[config.mk]
export PLATFORM = sky130hd
export DESIGN_NAME = exvec_gen
export DESIGN_NICKNAME = d
export VERILOG_FILES = /design/src/rtl/exvec_pkg.sv /design/src/rtl/exvec_arbiter.sv /design/src/rtl/exvec_offset.sv /design/src/rtl/exvec_base_ctl.sv /design/src/rtl/exvec_gen.sv
export SDC_FILE = /design/constraint.sdc
export NUM_CORES = 1
export LEC_CHECK = 0
export BUFFER_PORTS_ARGS = -buffer_cell sky130_fd_sc_hd__clkbuf_2
export CORE_UTILIZATION = 34
export DETAILED_ROUTE_END_ITERATION = 8
export PLACE_DENSITY = 0.81
export SETUP_SLACK_MARGIN = 0.15
export SYNTH_ARGS = -nofsm -noshare
export SYNTH_HDL_FRONTEND = slang
export SYNTH_SLANG_ARGS = --single-unit
[constraint.sdc]
create_clock -name clk -period 1.7 [get_ports clk]
set_clock_uncertainty 0.05 [all_clocks]
set_input_delay 0.085 -clock clk [delete_from_list [all_inputs] [get_ports clk]]
set_output_delay 0.085 -clock clk [all_outputs]
set_load 0.01 [all_outputs]
[src/rtl/exvec_pkg.sv]
package exvec_pkg;

   localparam int EXC_N  = 8;
   localparam int CODE_W = 3;

   typedef enum logic [CODE_W-1:0] {
      EXC_RESET  = 3'd0,
      EXC_UNDEF  = 3'd1,
      EXC_SVCALL = 3'd2,
      EXC_PFABT  = 3'd3,
      EXC_DABT   = 3'd4,
      EXC_RSVD   = 3'd5,
      EXC_IRQ    = 3'd6,
      EXC_FIQ    = 3'd7
   } exc_code_e;

   localparam int PRIO_N = 7;

   // Highest priority first
   localparam exc_code_e PRIO_ORDER [PRIO_N] = '{
      EXC_RESET, EXC_DABT, EXC_FIQ, EXC_IRQ, EXC_PFABT, EXC_UNDEF, EXC_SVCALL
   };

   localparam logic [EXC_N-1:0] REQ_VALID_MASK = ~(EXC_N'(1) << EXC_RSVD);

endpackage

[src/rtl/exvec_arbiter.sv]
module exvec_arbiter
   import exvec_pkg::*;
(
   input  logic [EXC_N-1:0]  req_i,
   output logic              any_o,
   output exc_code_e         win_o
);

   logic [EXC_N-1:0] req_m;

   // Reserved slot is dropped before arbitration
   assign req_m = req_i & REQ_VALID_MASK;
   assign any_o = |req_m;

   // Lowest priority is visited first, so higher ones overwrite
   always_comb begin
      win_o = EXC_RESET;
      for (int i = PRIO_N - 1; i >= 0; i--) begin
         if (req_m[PRIO_ORDER[i]]) begin
            win_o = PRIO_ORDER[i];
         end
      end
   end

endmodule

[src/rtl/exvec_offset.sv]
module exvec_offset
   import exvec_pkg::*;
#(
   parameter int SLOT_BYTES = 4,
   localparam int OFS_W     = $clog2(SLOT_BYTES * EXC_N)
)(
   input  exc_code_e         code_i,
   output logic [OFS_W-1:0]  ofs_o
);

   localparam int SLOT_SH = $clog2(SLOT_BYTES);

   generate
      if ((1 << SLOT_SH) == SLOT_BYTES) begin : g_shift
         assign ofs_o = OFS_W'(code_i) << SLOT_SH;
      end else begin : g_mult
         assign ofs_o = OFS_W'(OFS_W'(code_i) * OFS_W'(SLOT_BYTES));
      end
   endgenerate

endmodule

[src/rtl/exvec_base_ctl.sv]
module exvec_base_ctl #(
   parameter bit HIVEC_SW_EN = 1'b1
)(
   input  logic clk,
   input  logic rst_n,
   input  logic strap_i,
   input  logic wr_i,
   input  logic wdata_i,
   output logic hi_o
);

   logic hi_q;

   generate
      if (HIVEC_SW_EN) begin : g_sw
         // Strap tracked while in reset, software owns it afterwards
         always_ff @(posedge clk) begin
            if (!rst_n) begin
               hi_q <= strap_i;
            end else if (wr_i) begin
               hi_q <= wdata_i;
            end
         end
      end else begin : g_strap_only
         logic unused_wr;
         assign unused_wr = wr_i ^ wdata_i;
         always_ff @(posedge clk) begin
            if (!rst_n) begin
               hi_q <= strap_i;
            end
         end
      end
   endgenerate

   assign hi_o = hi_q;

endmodule

[src/rtl/exvec_gen.sv]
module exvec_gen
   import exvec_pkg::*;
#(
   parameter int                  ADDR_W      = 32,
   parameter logic [ADDR_W-1:0]   LOW_BASE    = 32'h0000_0000,
   parameter logic [ADDR_W-1:0]   HIGH_BASE   = 32'hFFFF_0000,
   parameter int                  SLOT_BYTES  = 4,
   parameter bit                  HIVEC_SW_EN = 1'b1
)(
   input  logic                clk,
   input  logic                rst_n,
   input  logic [EXC_N-1:0]    exc_req_i,
   input  logic                hivec_strap_i,
   input  logic                hivec_wr_i,
   input  logic                hivec_wdata_i,
   output logic                redir_vld_o,
   output logic [CODE_W-1:0]   redir_code_o,
   output logic [ADDR_W-1:0]   redir_addr_o
);

   localparam int OFS_W = $clog2(SLOT_BYTES * EXC_N);
   localparam logic [ADDR_W-1:0] OFS_MASK = ADDR_W'((1 << OFS_W) - 1);

   // Elaboration-time parameter checks
   if (ADDR_W < OFS_W || ADDR_W > 64) begin : g_bad_addr_w
      $error("exvec_gen: ADDR_W out of range");
   end
   if (SLOT_BYTES < 1) begin : g_bad_slot
      $error("exvec_gen: SLOT_BYTES must be positive");
   end
   if (((LOW_BASE | HIGH_BASE) & OFS_MASK) != '0) begin : g_bad_base
      $error("exvec_gen: base overlaps the offset field");
   end

   logic               base_hi;
   logic               req_any;
   exc_code_e          req_win;
   exc_code_e          sel_code;
   logic [OFS_W-1:0]   sel_ofs;
   logic [ADDR_W-1:0]  sel_base;
   logic               boot_pend_q;

   exvec_base_ctl #(
      .HIVEC_SW_EN (HIVEC_SW_EN)
   ) u_base (
      .clk     (clk),
      .rst_n   (rst_n),
      .strap_i (hivec_strap_i),
      .wr_i    (hivec_wr_i),
      .wdata_i (hivec_wdata_i),
      .hi_o    (base_hi)
   );

   exvec_arbiter u_arb (
      .req_i (exc_req_i),
      .any_o (req_any),
      .win_o (req_win)
   );

   // Pending boot entry beats any request
   assign sel_code = boot_pend_q ? EXC_RESET : req_win;

   exvec_offset #(
      .SLOT_BYTES (SLOT_BYTES)
   ) u_ofs (
      .code_i (sel_code),
      .ofs_o  (sel_ofs)
   );

   assign sel_base = base_hi ? HIGH_BASE : LOW_BASE;

   always_ff @(posedge clk or negedge rst_n) begin
      if (!rst_n) begin
         boot_pend_q  <= 1'b1;
         redir_vld_o  <= 1'b0;
         redir_code_o <= '0;
         redir_addr_o <= '0;
      end else begin
         boot_pend_q  <= 1'b0;
         redir_vld_o  <= boot_pend_q | req_any;
         redir_code_o <= sel_code;
         redir_addr_o <= sel_base | ADDR_W'(sel_ofs);
      end
   end

endmodule

==> results.json, run 1 <==
{
  "status": "finished clean",
  "r2r-end": "redir_vld_o$_DFF_PN0_",
  "r2r_start": "boot_pend_q$_DFF_PN1_",
  "grt-ovfl-total": 0,
  "worst_hold_path_type": "primary input to register",
  "synthMuxAreaShare_pct": 2.26,
  "numCtsBuffers": 3,
  "ys_types": 13,
  "cp_top_family": "simple AND/OR/NAND/NOR gates",
  "synth_adder_area_share_pct": 0,
  "fin_crit_ps": 1440,
  "vias": 343,
  "track_usage_pct": 9.56,
  "first_iter_violations": 0,
  "antenna_found_initial": 0,
  "synth_cells": 51,
  "ios": 49,
  "end_kind": "register",
  "setup_violations": 0,
  "yosysSeqAreaShare_pct": 36.3,
  "dr.pass1.iters": 1,
  "cts_tree": "yes",
  "initial_core_util_pct": 37.4,
  "hp-start": "exc_req_i[2]",
  "hold_depth": 2,
  "drt_wl_total_um": 742,
  "rr_worst_depth": 2,
  "cp.required_ps": 1760,
  "antenna_cells": 0,
  "synth-simple-area-share_pct": 9.77,
  "fillers": 131,
  "clk_path_buf_depth": 2,
  "path_max_fanout": 3,
  "num_rows": 13,
  "remaining_drc_errors": 0,
  "timing.fmax_mhz": 696,
  "numPortBuffers": 34,
  "dieWidth_um": 40.3,
  "clock_latency_ps": 240,
  "maxCapViolations": 0,
  "ys_ff_latch": 7,
  "path_clk_slew_ps": 50,
  "grt_pass1_vias": 263,
  "die_h_um": 40.3,
  "hold_viol": 0,
  "vias_per_cell": 3.85,
  "synthXorXnorAreaFrac_pct": 0,
  "cp_slowest_cell": "or4b_1",
  "synth_top_family_by_area": "buffers and inverters",
  "die_area_um2": 1630,
  "cp-start-kind": "register",
  "hpwl_um": 572,
  "grt_first_pass_wirelength_um": 972,
  "yosysWarnings": 0,
  "holdPathEnd": "redir_vld_o$_DFF_PN0_",
  "ctsRootBufferMaster": "clkbuf_4",
  "period_share_pct": 84.5,
  "fin_nets": 88,
  "ant_nets": 0,
  "multi_input_area_um2": 130,
  "rsz0062_at_grt": "false",
  "power.density_nw_per_um2": 815,
  "drive_above_1_share_pct": 55.4,
  "utilization_pct": 42.0,
  "core-area_um2": 1330,
  "synth_area_um2": 499,
  "worstPathCellList": "or3_4 -> or4b_1",
  "reg2reg_slack_ps": 260,
  "syn_avg_cell_area_um2": 9.79,
  "grt_max_degree": 17,
  "arrival_ps": 1500,
  "place_area_um2": 504,
  "crit_type": "register to register",
  "drv_slew": 0,
  "wl_per_cell_um": 8.34,
  "seq_area_um2": 181,
  "cellLeakagePower_uw": 0.000334,
  "ctsHtreeMaxLevel": 1,
  "vdd_ir_drop_max_uv": 390,
  "setup_tns_ps": 0,
  "cp_slowest_stage_delay_ps": 520,
  "clock-sinks": 7,
  "gp_congestion": 0.648,
  "path_buf_inv": 0,
  "synth_compound_area_share_pct": 3.51,
  "area_delta_synth_final_pct": 12.3,
  "fin_area_um2": 561
}
-- what timing repair did --
item,in CTS,in global routing
endpoints found under the setup margin,0,1
setup buffers,0,1
resized for setup,0,2
hold endpoints to repair,7,0
hold buffers,2,0
-- layer usage --
metal / wire length, um / vias up / part of all wire, % / track usage (%)
met2: 426 / 34 / 57 / 17.9
met5: 0 / - / 0 / 0
li1: - / 163 / - / -
met1: 231 / 146 / 31 / 8.90
met3: 84 / 0 / 11 / 1.67
met4: 0 / 0 / 0 / 7.50
-- power breakdown --
| part | internal [uW] | leakage, uW | switching (uW) |
|---|---|---|---|
| Clock | 89.3 | 0.0000150 | 57.1 |
| Combinational | 50.4 | 0.000237 | 67.3 |
| Sequential | 181 | 0.0000813 | 11.6 |
-- state kept, by name, summed over array words and instances (netlist names) --
register	flops
u_base.hi_o	1
boot_pend_q	1
redir_code_o	2
redir_vld_o	1
redir_addr_o	2
-- cell type report --
type,count,area share [%]
well taps,15,3.35
flip-flops and latches,7,32.4
inverters,1,0.670
repair buffers,37,35.7
multi-input cells,25,23.2
clock buffers,4,4.69
-- Yosys cell counts --
| master | instances | share of area, % |
|---|---|---|
| or4b_1 | 1 | 2.0 |
| conb_1 | 1 | 0.75 |
| nor3_1 | 3 | 3.0 |
| dfrtp_1 | 5 | 25 |
| a21oi_1 | 2 | 2.0 |
| edfxtp_1 | 1 | 6.0 |
| or3_4 | 1 | 2.3 |
| o21bai_1 | 1 | 1.5 |
| buf_4 | 31 | 47 |
| inv_1 | 1 | 0.75 |
| nand2b_1 | 2 | 2.5 |
| mux2_2 | 1 | 2.3 |
| dfstp_2 | 1 | 5.3 |
-- per-stage QoR --
| stage | total power (uW) | setup WS [ps] | hold WS [ps] | instances |
|---|---|---|---|---|
| global route | 485 | 248 | 21.4 | 89 |
| finish | 457 | 264 | 15.7 | 89 |
| global placement | 306 | 380 | -120 | 82 |
| floorplan | 324 | 395 | -261 | 64 |
| detailed placement | 308 | 341 | -110 | 82 |
| CTS | 461 | 191 | 14.8 | 88 |
-- cell families (layout without fill, tap and decap cells) --
group / count (synthesis) / in the layout
buf+inv: 32 / 42
flops: 7 / 7
simple gates: 7 / 7
compound gates: 3 / 3
other cells: 1 / 14
mux: 1 / 1
-- worst register-to-register path, delay by kind of cell (launching register included) --
family | cells | cell delay [ps]
AND/OR/NAND/NOR | 2 | 890
flip-flops | 1 | 370
-- worst max path at each step --
| stage | slack [ps] | cells past startpoint | start | endpoint |
|---|---|---|---|---|
| 2_1_floorplan | 390 | 2 | boot_pend_q$_DFF_PN1_ | redir_vld_o$_DFF_PN0_ |
| 3_3_place_gp | 380 | 2 | boot_pend_q$_DFF_PN1_ | redir_vld_o$_DFF_PN0_ |
| 3_5_place_dp | 340 | 2 | boot_pend_q$_DFF_PN1_ | redir_vld_o$_DFF_PN0_ |
| 4_1_cts | 190 | 4 | exc_req_i[0] | redir_vld_o$_DFF_PN0_ |
| 5_1_grt | 250 | 2 | boot_pend_q$_DFF_PN1_ | redir_vld_o$_DFF_PN0_ |
| 6_report | 260 | 2 | boot_pend_q$_DFF_PN1_ | redir_vld_o$_DFF_PN0_ |
-- placed cells by master, fill, tap and decap left out --
| cell | n |
|---|---|
| dfrtp_1 | 5 |
| mux2_2 | 1 |
| conb_1 | 14 |
| dlygate4sd3_1 | 1 |
| dfstp_2 | 1 |
| buf_4 | 1 |
| buf_2 | 1 |
| nor3_1 | 3 |
| nand2b_1 | 2 |
| o21bai_1 | 1 |
| clkbuf_4 | 3 |
| clkbuf_1 | 1 |
| a21oi_1 | 2 |
| or4b_1 | 1 |
| inv_1 | 1 |
| clkbuf_2 | 33 |
| dlymetal6s4s_1 | 1 |
| or3_4 | 1 |
| edfxtp_1 | 1 |
Note: power is estimated with default switching activity, not from simulation.
==> run 2, diff against run 1 <==
--- a/config.mk
+++ b/config.mk
@@ -6,9 +6,9 @@
 export NUM_CORES = 1
 export LEC_CHECK = 0
 export BUFFER_PORTS_ARGS = -buffer_cell sky130_fd_sc_hd__clkbuf_2
-export CORE_UTILIZATION = 34
+export CORE_UTILIZATION = 31
 export DETAILED_ROUTE_END_ITERATION = 8
-export PLACE_DENSITY = 0.81
+export PLACE_DENSITY = 0.78
 export SETUP_SLACK_MARGIN = 0.15
 export SYNTH_ARGS = -nofsm -noshare
 export SYNTH_HDL_FRONTEND = slang
==> constraint.sdc (replaced) <==
create_clock -name clk -period 1.2 [get_ports clk]
set_clock_uncertainty 0.05 [all_clocks]
set_input_delay 0.06 -clock clk [delete_from_list [all_inputs] [get_ports clk]]
set_output_delay 0.06 -clock clk [all_outputs]
set_load 0.01 [all_outputs]
==> run 2 against run 1 <==
  * The run now ends with negative hold slack, negative setup slack left
  * Hold slack got worse by 21 ps
  * Via count increased by 6.4%
  * Sequential cell count unchanged
==> results.json, run 2 (synthesis gave the netlist of run 1 again) <==
{
  "cp.required_ps": 1270,
  "vdd_ir_drop_max_uv": 719,
  "die_area_um2": 1770,
  "crit_type": "register to register",
  "maxCapViolations": 0,
  "cp-start-kind": "register",
  "cp_slowest_cell": "or4b_1",
  "period_share_pct": 113,
  "fin_nets": 90,
  "cp_top_family": "simple AND/OR/NAND/NOR gates",
  "power.density_nw_per_um2": 1120,
  "first_iter_violations": 4,
  "ctsRootBufferMaster": "clkbuf_4",
  "grt-ovfl-total": 0,
  "holdWs_ps": -5.54,
  "cp_slowest_stage_delay_ps": 480,
  "grt_first_pass_wirelength_um": 1080,
  "antenna_found_initial": 0,
  "dieWidth_um": 42.1,
  "numCtsBuffers": 3,
  "path_buf_inv": 0,
  "track_usage_pct": 8.28,
  "utilization_pct": 42.4,
  "clock_latency_ps": 250,
  "wl_per_cell_um": 8.39,
  "numPortBuffers": 34,
  "placed_cells": 83,
  "fin_area_um2": 639,
  "clk_path_buf_depth": 2,
  "finalWorstSetupSlack_ps": -156,
  "rsz0062_at_grt": "true",
  "ant_nets": 0,
  "vias_per_cell": 3.97,
  "hold_viol": 1,
  "cellLeakagePower_uw": 0.000352,
  "die_h_um": 42.1,
  "arrival_ps": 1420,
  "grt_pass1_vias": 297,
  "area_delta_synth_final_pct": 28.1,
  "timing.fmax_mhz": 737,
  "reg_top3": "redir_addr_o (2), redir_code_o (2)",
  "drv_slew": 0,
  "ios": 49,
  "status": "complete, but fails checks",
  "hpwl_um": 564,
  "holdBufCountCts": 3,
  "setup_violations": 1,
  "vias": 365,
  "worst_hold_path_type": "primary input to register",
  "dr.pass1.iters": 2,
  "worstPathCellList": "or3_4 -> or4b_1",
  "initial_core_util_pct": 33.1,
  "drive_above_1_share_pct": 56.6,
  "clock-sinks": 7,
  "num_rows": 14,
  "ctsHtreeMaxLevel": 1,
  "final_cells": 92,
  "gp_congestion": 0.631,
  "core-area_um2": 1510,
  "path_clk_slew_ps": 50,
  "p_total_uw": 717,
  "end_kind": "register",
  "drt_wl_total_um": 772,
  "fin_crit_ps": 1360,
  "cts_tree": "yes",
  "grt_max_degree": 17,
  "violations": "negative hold slack, negative setup slack",
  "place_area_um2": 505,
  "antenna_cells": 0,
  "layout_commonest_cell": "clkbuf_2",
  "remaining_drc_errors": 0,
  "layout_common_cells": "clkbuf_2, conb_1, buf_6",
  "path_max_fanout": 3
}
==> run 2: where the power goes <==
group	switching, uW	internal, uW	total, uW
combinational	115	122	237
clock	88.1	127	215
sequential	7.69	257	265
total	210	507	717
==> run 2: path summary, 6_finish.rpt <==
kind,startpoint,to,cells after the start,slack (ps)
max in group asynchronous,rst_n,boot_pend_q$_DFF_PN1_,2,650
hold reg to reg,u_base.hi_o$_DFFE_PP_,redir_addr_o[30]$_DFF_PN0_,0,300
setup reg to reg,boot_pend_q$_DFF_PN1_,redir_vld_o$_DFF_PN0_,2,-160
setup / recovery,boot_pend_q$_DFF_PN1_,redir_vld_o$_DFF_PN0_,2,-160
min in group asynchronous,rst_n,redir_code_o[1]$_DFF_PN0_,2,190
hold / removal,exc_req_i[2],redir_vld_o$_DFF_PN0_,2,-6
==> run 2: repair_timing <==
action	CTS	global route
resized for setup	1	22
endpoints found under the setup margin	17	17
hold endpoints to repair	9	1
buffers inserted	0	2
==> run 2: metrics by stage <==
step / setup slack [ps] / TNS [ps]
after global routing: -168 / -168
after detailed placement: -143 / -143
final: -156 / -156
after floorplan: -105 / -105
after global placement: -115 / -115
after CTS: -150 / -150
==> run 2: cell type report <==
cell class | instances | area [um2]
timing repair buffer | 39 | 277
inverter | 1 | 3.75
clock buffer | 4 | 26.3
fill | 158 | 867
multi-input combinational | 25 | 130
tap | 16 | 20.0
sequential | 7 | 183
==> run 2: worst reg2reg max path, cell delays in order (launching register included) <==
cell,delay [ps]
dfstp_2,360
or3_4,330
or4b_1,480
==> run 2: layer usage <==
metal	vias to the layer above	GRT usage, %	part of all wire (%)
li1	168	-	-
met1	163	7.32	32
met2	32	15.6	56
met3	2	1.29	10
met4	0	7.50	2.2
met5	-	0	0
